**src/rtl/vmc_pkg.sv**
```systemverilog
package vmc_pkg;
  typedef enum logic [1:0] {
    ACC_READ  = 2'b00,
    ACC_WRITE = 2'b01,
    ACC_FETCH = 2'b10,
    ACC_RSVD  = 2'b11
  } acc_kind_e;

  localparam logic [1:0] PRIV_USER = 2'd0;
  localparam logic [1:0] PRIV_SUP  = 2'd1;
  localparam logic [1:0] PRIV_MACH = 2'd3;

  typedef struct packed {
    logic valid;
    logic r;
    logic w;
    logic x;
    logic u;
  } pte_perm_t;
endpackage

```
**src/rtl/vmc_priv_sel.sv**
```systemverilog
module vmc_priv_sel
  import vmc_pkg::*;
(
  input  acc_kind_e  kind,
  input  logic [1:0] cur_priv,
  input  logic       mprv,
  input  logic [1:0] mpp,
  input  logic       xlate_on,
  output logic [1:0] eff_priv,
  output logic       need_xlate
);
  always_comb begin
    if (mprv && (kind != ACC_FETCH)) eff_priv = mpp;
    else                             eff_priv = cur_priv;
    need_xlate = xlate_on && (eff_priv != PRIV_MACH);
  end
endmodule

```
**src/rtl/vmc_perm_chk.sv**
```systemverilog
module vmc_perm_chk
  import vmc_pkg::*;
#(
  parameter int PPN0_W = 10
) (
  input  acc_kind_e          kind,
  input  logic [1:0]         eff_priv,
  input  logic               sum,
  input  logic               mxr,
  input  pte_perm_t          perm,
  input  logic               is_super,
  input  logic [PPN0_W-1:0]  ppn_low,
  output logic               deny
);
  logic kind_ok;
  logic user_bad;
  logic align_bad;

  always_comb begin
    unique case (kind)
      ACC_READ:  kind_ok = perm.r || (mxr && perm.x);
      ACC_WRITE: kind_ok = perm.w;
      ACC_FETCH: kind_ok = perm.x;
      default:   kind_ok = 1'b0;
    endcase
    user_bad  = (!perm.u && eff_priv == PRIV_USER) ||
                (perm.u && eff_priv == PRIV_SUP && !sum);
    align_bad = is_super && (ppn_low != '0);
    deny      = !perm.valid || user_bad || align_bad || !kind_ok;
  end
endmodule

```
**src/rtl/vmc_pa_build.sv**
```systemverilog
module vmc_pa_build #(
  parameter int VA_W   = 32,
  parameter int OFS_W  = 12,
  parameter int PPN0_W = 10,
  parameter int PPN1_W = 12,
  localparam int PPN_W   = PPN0_W + PPN1_W,
  localparam int PA_W    = PPN_W + OFS_W,
  localparam int SOFS_W  = OFS_W + PPN0_W
) (
  input  logic [VA_W-1:0]  va,
  input  logic [PPN_W-1:0] ppn,
  input  logic             is_super,
  input  logic             translate,
  output logic [PA_W-1:0]  pa
);
  logic [PA_W-1:0] pa_bypass;

  generate
    if (PA_W >= VA_W) begin : g_wide
      assign pa_bypass = {{(PA_W-VA_W){1'b0}}, va};
    end else begin : g_narrow
      assign pa_bypass = va[PA_W-1:0];
    end
  endgenerate

  always_comb begin
    if (!translate)    pa = pa_bypass;
    else if (is_super) pa = {ppn[PPN_W-1:PPN0_W], va[SOFS_W-1:0]};
    else               pa = {ppn, va[OFS_W-1:0]};
  end
endmodule

```
**src/rtl/vm_access_check.sv**
```systemverilog
module vm_access_check
  import vmc_pkg::*;
#(
  parameter int VA_W   = 32,
  parameter int OFS_W  = 12,
  parameter int PPN0_W = 10,
  parameter int PPN1_W = 12,
  localparam int PPN_W = PPN0_W + PPN1_W,
  localparam int PA_W  = PPN_W + OFS_W
) (
  input  logic             clk,
  input  logic             rst,
  input  logic             req_valid,
  input  logic [1:0]       req_kind,
  input  logic [1:0]       cur_priv,
  input  logic             st_mprv,
  input  logic [1:0]       st_mpp,
  input  logic             st_sum,
  input  logic             st_mxr,
  input  logic             xlate_on,
  input  logic [VA_W-1:0]  va,
  input  logic             pte_valid,
  input  logic             pte_r,
  input  logic             pte_w,
  input  logic             pte_x,
  input  logic             pte_u,
  input  logic             pte_super,
  input  logic [PPN_W-1:0] pte_ppn,
  output logic             rsp_valid,
  output logic [PA_W-1:0]  rsp_pa,
  output logic             rsp_xlate,
  output logic             rsp_fault
);
  acc_kind_e       kind;
  logic [1:0]      eff_priv;
  logic            need_xlate;
  logic            deny;
  pte_perm_t       perm;
  logic [PA_W-1:0] pa_raw;
  logic            fault_n;

  assign kind = acc_kind_e'(req_kind);
  assign perm = '{valid: pte_valid, r: pte_r, w: pte_w, x: pte_x, u: pte_u};

  vmc_priv_sel u_priv (
    .kind       (kind),
    .cur_priv   (cur_priv),
    .mprv       (st_mprv),
    .mpp        (st_mpp),
    .xlate_on   (xlate_on),
    .eff_priv   (eff_priv),
    .need_xlate (need_xlate)
  );

  vmc_perm_chk #(.PPN0_W(PPN0_W)) u_perm (
    .kind     (kind),
    .eff_priv (eff_priv),
    .sum      (st_sum),
    .mxr      (st_mxr),
    .perm     (perm),
    .is_super (pte_super),
    .ppn_low  (pte_ppn[PPN0_W-1:0]),
    .deny     (deny)
  );

  vmc_pa_build #(
    .VA_W(VA_W), .OFS_W(OFS_W), .PPN0_W(PPN0_W), .PPN1_W(PPN1_W)
  ) u_pa (
    .va        (va),
    .ppn       (pte_ppn),
    .is_super  (pte_super),
    .translate (need_xlate),
    .pa        (pa_raw)
  );

  assign fault_n = need_xlate && deny;

  always_ff @(posedge clk) begin
    if (rst) begin
      rsp_valid <= 1'b0;
      rsp_pa    <= '0;
      rsp_xlate <= 1'b0;
      rsp_fault <= 1'b0;
    end else begin
      rsp_valid <= req_valid;
      if (req_valid) begin
        rsp_xlate <= need_xlate;
        rsp_fault <= fault_n;
        rsp_pa    <= fault_n ? '0 : pa_raw;
      end
    end
  end
endmodule

```
**config.mk**
```make
export PLATFORM = sky130hd
export DESIGN_NAME = vm_access_check
export DESIGN_NICKNAME = d
export VERILOG_FILES = /design/src/rtl/vmc_pkg.sv /design/src/rtl/vmc_priv_sel.sv /design/src/rtl/vmc_perm_chk.sv /design/src/rtl/vmc_pa_build.sv /design/src/rtl/vm_access_check.sv
export SDC_FILE = /design/constraint.sdc
export NUM_CORES = 1
export LEC_CHECK = 0
export BUFFER_PORTS_ARGS = -buffer_cell sky130_fd_sc_hd__buf_2
export CELL_PAD_IN_SITES_DETAIL_PLACEMENT = 1
export CELL_PAD_IN_SITES_GLOBAL_PLACEMENT = 1
export CORE_MARGIN = 1
export CORE_UTILIZATION = 35
export CTS_CLUSTER_SIZE = 25
export DETAILED_ROUTE_END_ITERATION = 16
export GPL_ROUTABILITY_DRIVEN = 0
export PLACE_DENSITY_LB_ADDON = 0.1
export SYNTH_ARGS = -nofsm -noshare
export SYNTH_HDL_FRONTEND = slang
export SYNTH_HIERARCHICAL = 1
export SYNTH_SLANG_ARGS = --single-unit
```
**constraint.sdc**
```tcl
create_clock -name clk -period 5.05 [get_ports clk]
set_input_delay 0.505 -clock clk [delete_from_list [all_inputs] [get_ports clk]]
set_output_delay 0.505 -clock clk [all_outputs]
set_load 0.02 [all_outputs]
```
==> flow_summary_export.csv, run 1 <==
group,metric,value,unit
run_status,status,"finished, final reports clean",
final_layout,finish.utilization,44.9,%
yosys,syn-instance-count,218,
yosys,syn_area_per_cell,10.0,µm²
sta,report.final.setup_viol,0,
sta,hold_viol_final,0,
global_routing,grt_remaining_overflow,0,
global_routing,number_of_global_route_vias_before_repair,1852,
final_layout,layout_common_cells,"sky130_fd_sc_hd__buf_2 (109), sky130_fd_sc_hd__dfxtp_1 (37), sky130_fd_sc_hd__nand3_1 (35), sky130_fd_sc_hd__a21oi_2 (27), sky130_fd_sc_hd__nand2b_1 (23)",
final_layout,final_net_count,379,
pwr,vdd.ir_drop.worst,123,µV
sta,transition_time_at_the_pin_with_the_least_slew_margin,1.07,ns
sta,timing.max_slew.rel_slack,28.8,%
yosys,syn-num-nets,291,
setup_path,rr_worst_depth,2,
run,max_cap_violations,0,
sta,fmaxAchievable,0.426,GHz
sta,final_max_slew_viol_count,0,
clocking,cts_tree,"built",
sta,rsz0062_at_grt,"no",
yosys,yosys_warnings,6,
final_layout,multi_input_area,0.00121,mm²
die,die_height,81.1,µm
sta,final.period_utilization,46.5,%
drt,drt_wl_total,5030,µm
die,design.core.area,0.00599,mm²
clocking,cts_post_setup_buffers_inserted,0,
yosys,synthSimpleGateAreaFrac,26.1,%
yosys,seq_area_frac_synth,33.8,%
final_layout,n_fill_cell,731,
min_path,holdPathStages,2,
clocking,cts_resized,0,
setup_path,worst-path-buf-inv,1,
final_layout,post_route_cells_drive_above_1_share,59.6,%
pwr,leakagePower,1.25,nW
global_routing,number_of_antenna_violations_at_the_first_check_in_global_routing,0,
yosys,yosys.area.top_type,"sky130_fd_sc_hd__dfxtp_1",
yosys,post_synthesis_share_of_cell_area_spent_on_xor_and_xnor_gates,0,%
clocking,cts.path.max_buffers,2,
setup_path,worst_path_largest_cell_delay,0.54,ns
die,start_util,36.5,%
placement,place.detailed.hpwl,3670,µm
setup_path,arrival,2.55,ns
yosys,synth.cell_area,0.00219,mm²
clocking,cts_hold_buf,0,
global_routing,wire_length_of_the_first_global_routing_pass,8240,µm
sta,final.setup.tns,0,ns
clocking,clkSinkCount,37,
min_path,min_from,"rsp_pa[5]",
pwr,power_density,257,mW/mm²
min_path,worstHoldPathType,"flip-flop to flip-flop",
drt,drt-wirelength-per-cell,13.2,µm
yosys,synth_mux_area_share,14.4,%
setup_path,r2r-start,"rsp_pa[28]",
die,die_area,0.00657,mm²
sta,fin_skew,0,ns
yosys,synth_compound_area_share,14.8,%
final_layout,area_delta_synth_final,23.0,%
setup_path,ff2ff_setup_slack,4.40,ns
yosys,ys_types,23,
clocking,cts.root.buffer_cell,"sky130_fd_sc_hd__clkbuf_8",
yosys,post_synthesis_share_of_cell_area_spent_on_full_adders_half_adders_and_majority_gates,0,%
drt,drc,0,
placement,io_buffers,109,
sta,post-route-min-period,2.35,ns
placement,numPlacedInstances,374,
global_routing,grtUsageTotal,16.1,%
final_layout,num_antenna_cells,0,
setup_path,cpLargestDelayFamily,"simple AND/OR/NAND/NOR gates",
drt,detail_route.iter0.violations,51,
clocking,h-tree-depth,2,
setup_path,critPathMaxFanout,34,
clocking,number_of_buffers_created_by_cts,5,
setup_path,reg2reg_to,"rsp_pa[28]",
min_path,timing.hold.worst_endpoint,"rsp_pa[5]",
sta,finalHoldWorstSlack,0.472,ns
yosys,combinational_family_with_the_most_area_after_synthesis,"simple AND/OR/NAND/NOR gates",
drt,via_count,1824,
die,die_w,81.1,µm
die,placement_rows,28,
die,pin_count,110,
yosys,yosysTopAreaCellShare,33.8,%
setup_path,crit_slowest_cell,"sky130_fd_sc_hd__nand2_2",
global_routing,grt_max_degree,73,
setup_path,crit_path_cell_trace,"buf_2, or4_1, o41ai_2, o2111ai_1, nand2_2, nand3_1, a21oi_2",
drt,average_vias_per_placed_instance,4.77,
clocking,cts.clk_slew.worst_paths,0.07,ns
final_layout,most_frequent_standard_cell_in_the_layout_excluding_fill_and_tap_cells,"sky130_fd_sc_hd__buf_2",
yosys,synth.ff_latch_count,37,
setup_path,timing.critical_path.to_type,"flip-flop",
yosys,synth.top_cells.by_area,"sky130_fd_sc_hd__dfxtp_1 (34%), sky130_fd_sc_hd__a21oi_2 (11%), sky130_fd_sc_hd__nand2b_4 (8.2%)",
drt,first_pass_iters,4,
drt,detail-route-antenna-nets,0,
setup_path,worstSetupStartpointType,"input pin",
setup_path,timing_worst_setup_path_type,"input pin to flip-flop",
setup_path,crit_required,5.26,ns
clocking,insertion_delay_to_the_later_sink_of_the_worst_skew_pair,0.29,ns
final_layout,register_area,741,µm²
pwr,total_chip_power,693,µW
final_layout,finalNonFillerCells,382,
[registers in the layout, indices dropped and copies added (netlist names)]
name	cells
rsp_fault	1
rsp_pa	34
rsp_valid	1
rsp_xlate	1
[kinds of logic after synthesis]
group                  after synthesis
AO/OA/AOI/OAI                       40
flip-flops                          37
AND/OR/NAND/NOR                     85
multiplexers                        25
buffers and inverters               31
[how the worst max path moves through the flow]
stage                 endpoint  depth (start not counted)   startpoint  slack, ns
detailed placement  rsp_pa[30]                          7   pte_ppn[7]       2.36
finish              rsp_pa[11]                          7   pte_ppn[7]       2.70
floorplan           rsp_pa[12]                          7   pte_ppn[7]       3.01
global placement    rsp_pa[16]                          7   pte_ppn[7]       2.44
CTS                  rsp_pa[3]                          7   pte_ppn[7]       2.66
global route         rsp_pa[4]                         10  req_kind[1]       2.55
[Yosys cell counts]
library cell	number
sky130_fd_sc_hd__or4_1	2
sky130_fd_sc_hd__and2_1	2
sky130_fd_sc_hd__dfxtp_1	37
sky130_fd_sc_hd__mux2_4	10
sky130_fd_sc_hd__inv_1	2
sky130_fd_sc_hd__a21oi_2	27
sky130_fd_sc_hd__nand2_1	4
sky130_fd_sc_hd__nand2b_4	13
sky130_fd_sc_hd__nor2_1	3
sky130_fd_sc_hd__nand2_2	1
sky130_fd_sc_hd__nor2b_1	2
sky130_fd_sc_hd__o21ai_2	1
sky130_fd_sc_hd__nand2b_1	23
sky130_fd_sc_hd__mux2_2	12
sky130_fd_sc_hd__mux2i_1	3
sky130_fd_sc_hd__o2111ai_1	1
sky130_fd_sc_hd__buf_2	4
sky130_fd_sc_hd__nand3_1	35
sky130_fd_sc_hd__buf_4	19
sky130_fd_sc_hd__buf_6	6
sky130_fd_sc_hd__o41ai_2	1
sky130_fd_sc_hd__a21oi_1	9
sky130_fd_sc_hd__o32ai_1	1
[area by class of cell]
class | instances | share of cell area, %
tap | 75 | 3.49
sequential | 37 | 27.5
clock buffer | 5 | 2.56
timing repair buffer | 110 | 20.5
multi-input combinational | 150 | 45.0
clock inverter | 3 | 0.651
inverter | 2 | 0.279
[report_power, final]
part           leakage, nW  internal, mW  switching [mW]
Sequential           0.303         0.309          0.0113
Clock               0.0439        0.0952           0.107
Combinational        0.901        0.0818          0.0888
[per-layer routing]
| layer | GRT usage [%] | part of all wire (%) | vias up |
|---|---|---|---|
| met5 | 0 | 0 | - |
| met4 | 5.71 | 1.3 | 0 |
| met3 | 4.72 | 6.1 | 6 |
| met2 | 29.2 | 51 | 57 |
| met1 | 17.7 | 41 | 846 |
| li1 | - | - | 915 |
[worst reg2reg max path: cells and delay by family, from the launching register on]
kind	cells	cell delay (ns)
AO/OA/AOI/OAI	1	0.12
AND/OR/NAND/NOR	1	0.06
flip-flops	1	0.40
[metrics by stage]
step	cell area, µm²	worst slack [ns]
2_1_floorplan	2190	3.01
3_5_place_dp	2610	2.36
3_3_place_gp	2610	2.44
5_1_grt	2690	2.55
6_report	2690	2.70
4_1_cts	2690	2.66
(Power assumes the default switching activity.)
==> inputs of run 2 (changes only) <==
CORE_UTILIZATION = 30   (was 35)
clock period = 2 ns   (was 5.05 ns; I/O delays follow)
==> flow_summary_export.csv, run 2 (synthesis gave the netlist of run 1 again) <==
group,metric,value,unit
final_layout,stdcell_area,0.00281,mm²
global_routing,grtUsageTotal,14.6,%
setup_path,arrival,1.92,ns
final_layout,number_of_flip_flops_under_the_largest_register_name,34,
run_status,status,"finished, final reports clean",
drt,drt-wirelength-per-cell,13.3,µm
pwr,leakagePower,1.29,nW
clocking,cts.root.buffer_cell,"sky130_fd_sc_hd__clkbuf_8",
die,die_height,87.4,µm
setup_path,cpLargestDelayFamily,"simple AND/OR/NAND/NOR gates",
final_layout,post_route_cells_drive_above_1_share,60.7,%
sta,report.final.setup_viol,0,
die,die_w,87.4,µm
final_layout,most_frequent_standard_cell_in_the_layout_excluding_fill_and_tap_cells,"sky130_fd_sc_hd__buf_2",
final_layout,area_delta_synth_final,28.2,%
setup_path,worst-path-buf-inv,2,
die,pin_count,110,
sta,timing.final.ws_setup,0.296,ns
clocking,insertion_delay_to_the_later_sink_of_the_worst_skew_pair,0.28,ns
final_layout,num_antenna_cells,0,
clocking,cts_post_setup_buffers_inserted,0,
pwr,clock_power_share,27.5,%
drt,first_pass_iters,4,
pwr,vdd.ir_drop.worst,236,µV
drt,drt_wl_total,5440,µm
global_routing,grtUsageMet3,4.83,%
pwr,internal-power,1.24,mW
clocking,cts_resized,0,
pwr,power.share.combinational,26.6,%
global_routing,gr-usage-met1,16.6,%
setup_path,critPathMaxFanout,18,
pwr,sw_ratio,29.5,%
sta,transition_time_at_the_pin_with_the_least_slew_margin,0.480,ns
global_routing,number_of_antenna_violations_at_the_first_check_in_global_routing,0,
drt,detail-route-antenna-nets,0,
pwr,total_chip_power,1.76,mW
sta,timing.max_slew.rel_slack,68.0,%
drt,drc,0,
placement,detailed_place.area,0.00273,mm²
sta,fin_skew,0,ns
setup_path,timing_worst_setup_path_type,"input pin to flip-flop",
global_routing,grt_remaining_overflow,0,
final_layout,layout_common_cells,"sky130_fd_sc_hd__buf_2 (109), sky130_fd_sc_hd__dfxtp_1 (37), sky130_fd_sc_hd__nand3_1 (35), sky130_fd_sc_hd__a21oi_2 (27), sky130_fd_sc_hd__nand2b_1 (23)",
setup_path,worst_path_largest_cell_delay,0.53,ns
sta,final_max_slew_viol_count,0,
drt,average_vias_per_placed_instance,4.51,
global_routing,global_route.usage.met2,25.9,%
clocking,h-tree-depth,2,
clocking,cts_hold_buf,0,
pwr,power_frac_seq,45.9,%
placement,io_buffers,109,
clocking,cts.path.max_buffers,2,
setup_path,crit_path_cell_trace,"buf_2, or4_1, o41ai_2, o2111ai_1, nand2_2, buf_12, nand3_1, a21oi_2",
pwr,sw_power,519,µW
drt,detail_route.iter0.violations,61,
global_routing,grt_max_degree,73,
die,design.core.area,0.00691,mm²
setup_path,worstSetupStartpointType,"input pin",
pwr,power_density,627,mW/mm²
run,max_cap_violations,0,
setup_path,crit_required,2.22,ns
setup_path,crit_slowest_cell,"sky130_fd_sc_hd__or4_1",
die,placement_rows,30,
final_layout,final_net_count,387,
sta,final.period_utilization,85.2,%
die,start_util,31.7,%
drt,via_count,1846,
sta,rsz0062_at_grt,"no",
sta,hold_viol_final,0,
placement,dp_worst_setup_slack,-0.0160,ns
clocking,cts.clk_slew.worst_paths,0.07,ns
global_routing,number_of_global_route_vias_before_repair,1764,
placement,place.detailed.hpwl,4060,µm
global_routing,global_route.peak_usage_layer,"met2",
min_path,worstHoldPathType,"input pin to flip-flop",
global_routing,wire_length_of_the_first_global_routing_pass,8490,µm
sta,post-route-min-period,1.70,ns
die,die_area,0.00764,mm²
clocking,cts_tree,"built",
sta,fmaxAchievable,0.587,GHz
clocking,number_of_buffers_created_by_cts,5,
clocking,clkSinkCount,37,
setup_path,timing.critical_path.to_type,"flip-flop",
final_layout,largest-register,"rsp_pa",
run 2: cell types whose count changed in the layout (fill, tap and decap cells not counted), sizes merged:
cell | previous run | this run
buf | 110 | 118
clkinv | 2 | 1
clkinvlp | 1 | 0
run 2: worst reg2reg max path: cells and delay by family, from the launching register on:
| family | cells | cell delay, ns |
|---|---|---|
| AND/OR/NAND/NOR | 1 | 0.06 |
| flip-flops | 1 | 0.39 |
| AO/OA/AOI/OAI | 1 | 0.12 |
run 2: layer usage:
| metal | wire, µm | vias up | part of all wire [%] |
|---|---|---|---|
| met3 | 342 | 5 | 6.3 |
| met4 | 54 | 0 | 0.99 |
| met1 | 2340 | 861 | 43 |
| met5 | 0 | - | 0 |
| met2 | 2700 | 54 | 50 |
| li1 | - | 926 | - |
run 2: final timing paths:
kind                                 start          to  slack [ns]  cells past startpoint
worst min register to register   rsp_pa[5]   rsp_pa[5]        0.47                      2
worst max register to register  rsp_pa[27]  rsp_pa[27]        1.36                      2
worst min-delay path                va[10]  rsp_pa[10]        0.18                      3
worst max-delay path            pte_ppn[7]  rsp_pa[27]        0.30                      8
run 2: metrics by stage:
step / utilization, % / hold slack [ns] / setup TNS (ns) / std cells
floorplan: - / 0.409 / 0 / 218
global placement: 39.6 / 0.458 / 0 / 403
detailed placement: 39.6 / 0.462 / -0.0480 / 403
CTS: 40.6 / 0.174 / 0 / 409
global route: 40.6 / 0.177 / 0 / 409
finish: 40.6 / 0.179 / 0 / 409
run 2: area by class of cell:
class                           instances  area [µm²]
Multi-Input combinational cell        150        1210
Clock inverter                          1        5.00
Clock buffer                            5        68.8
Inverter                                2        7.51
Fill cell                             875        4100
Tap cell                               96         120
Sequential cell                        37         741
Timing Repair Buffer                  118         651
run 2: power groups by stage:
stage,Sequential [mW],Clock (mW),Combinational (mW)
6_report,0.808,0.483,0.468
5_1_grt,0.813,0.544,0.510
4_1_cts,0.809,0.515,0.478
3_5_place_dp,0.825,0,0.475
3_3_place_gp,0.825,0,0.472
2_1_floorplan,0.878,0,0.270
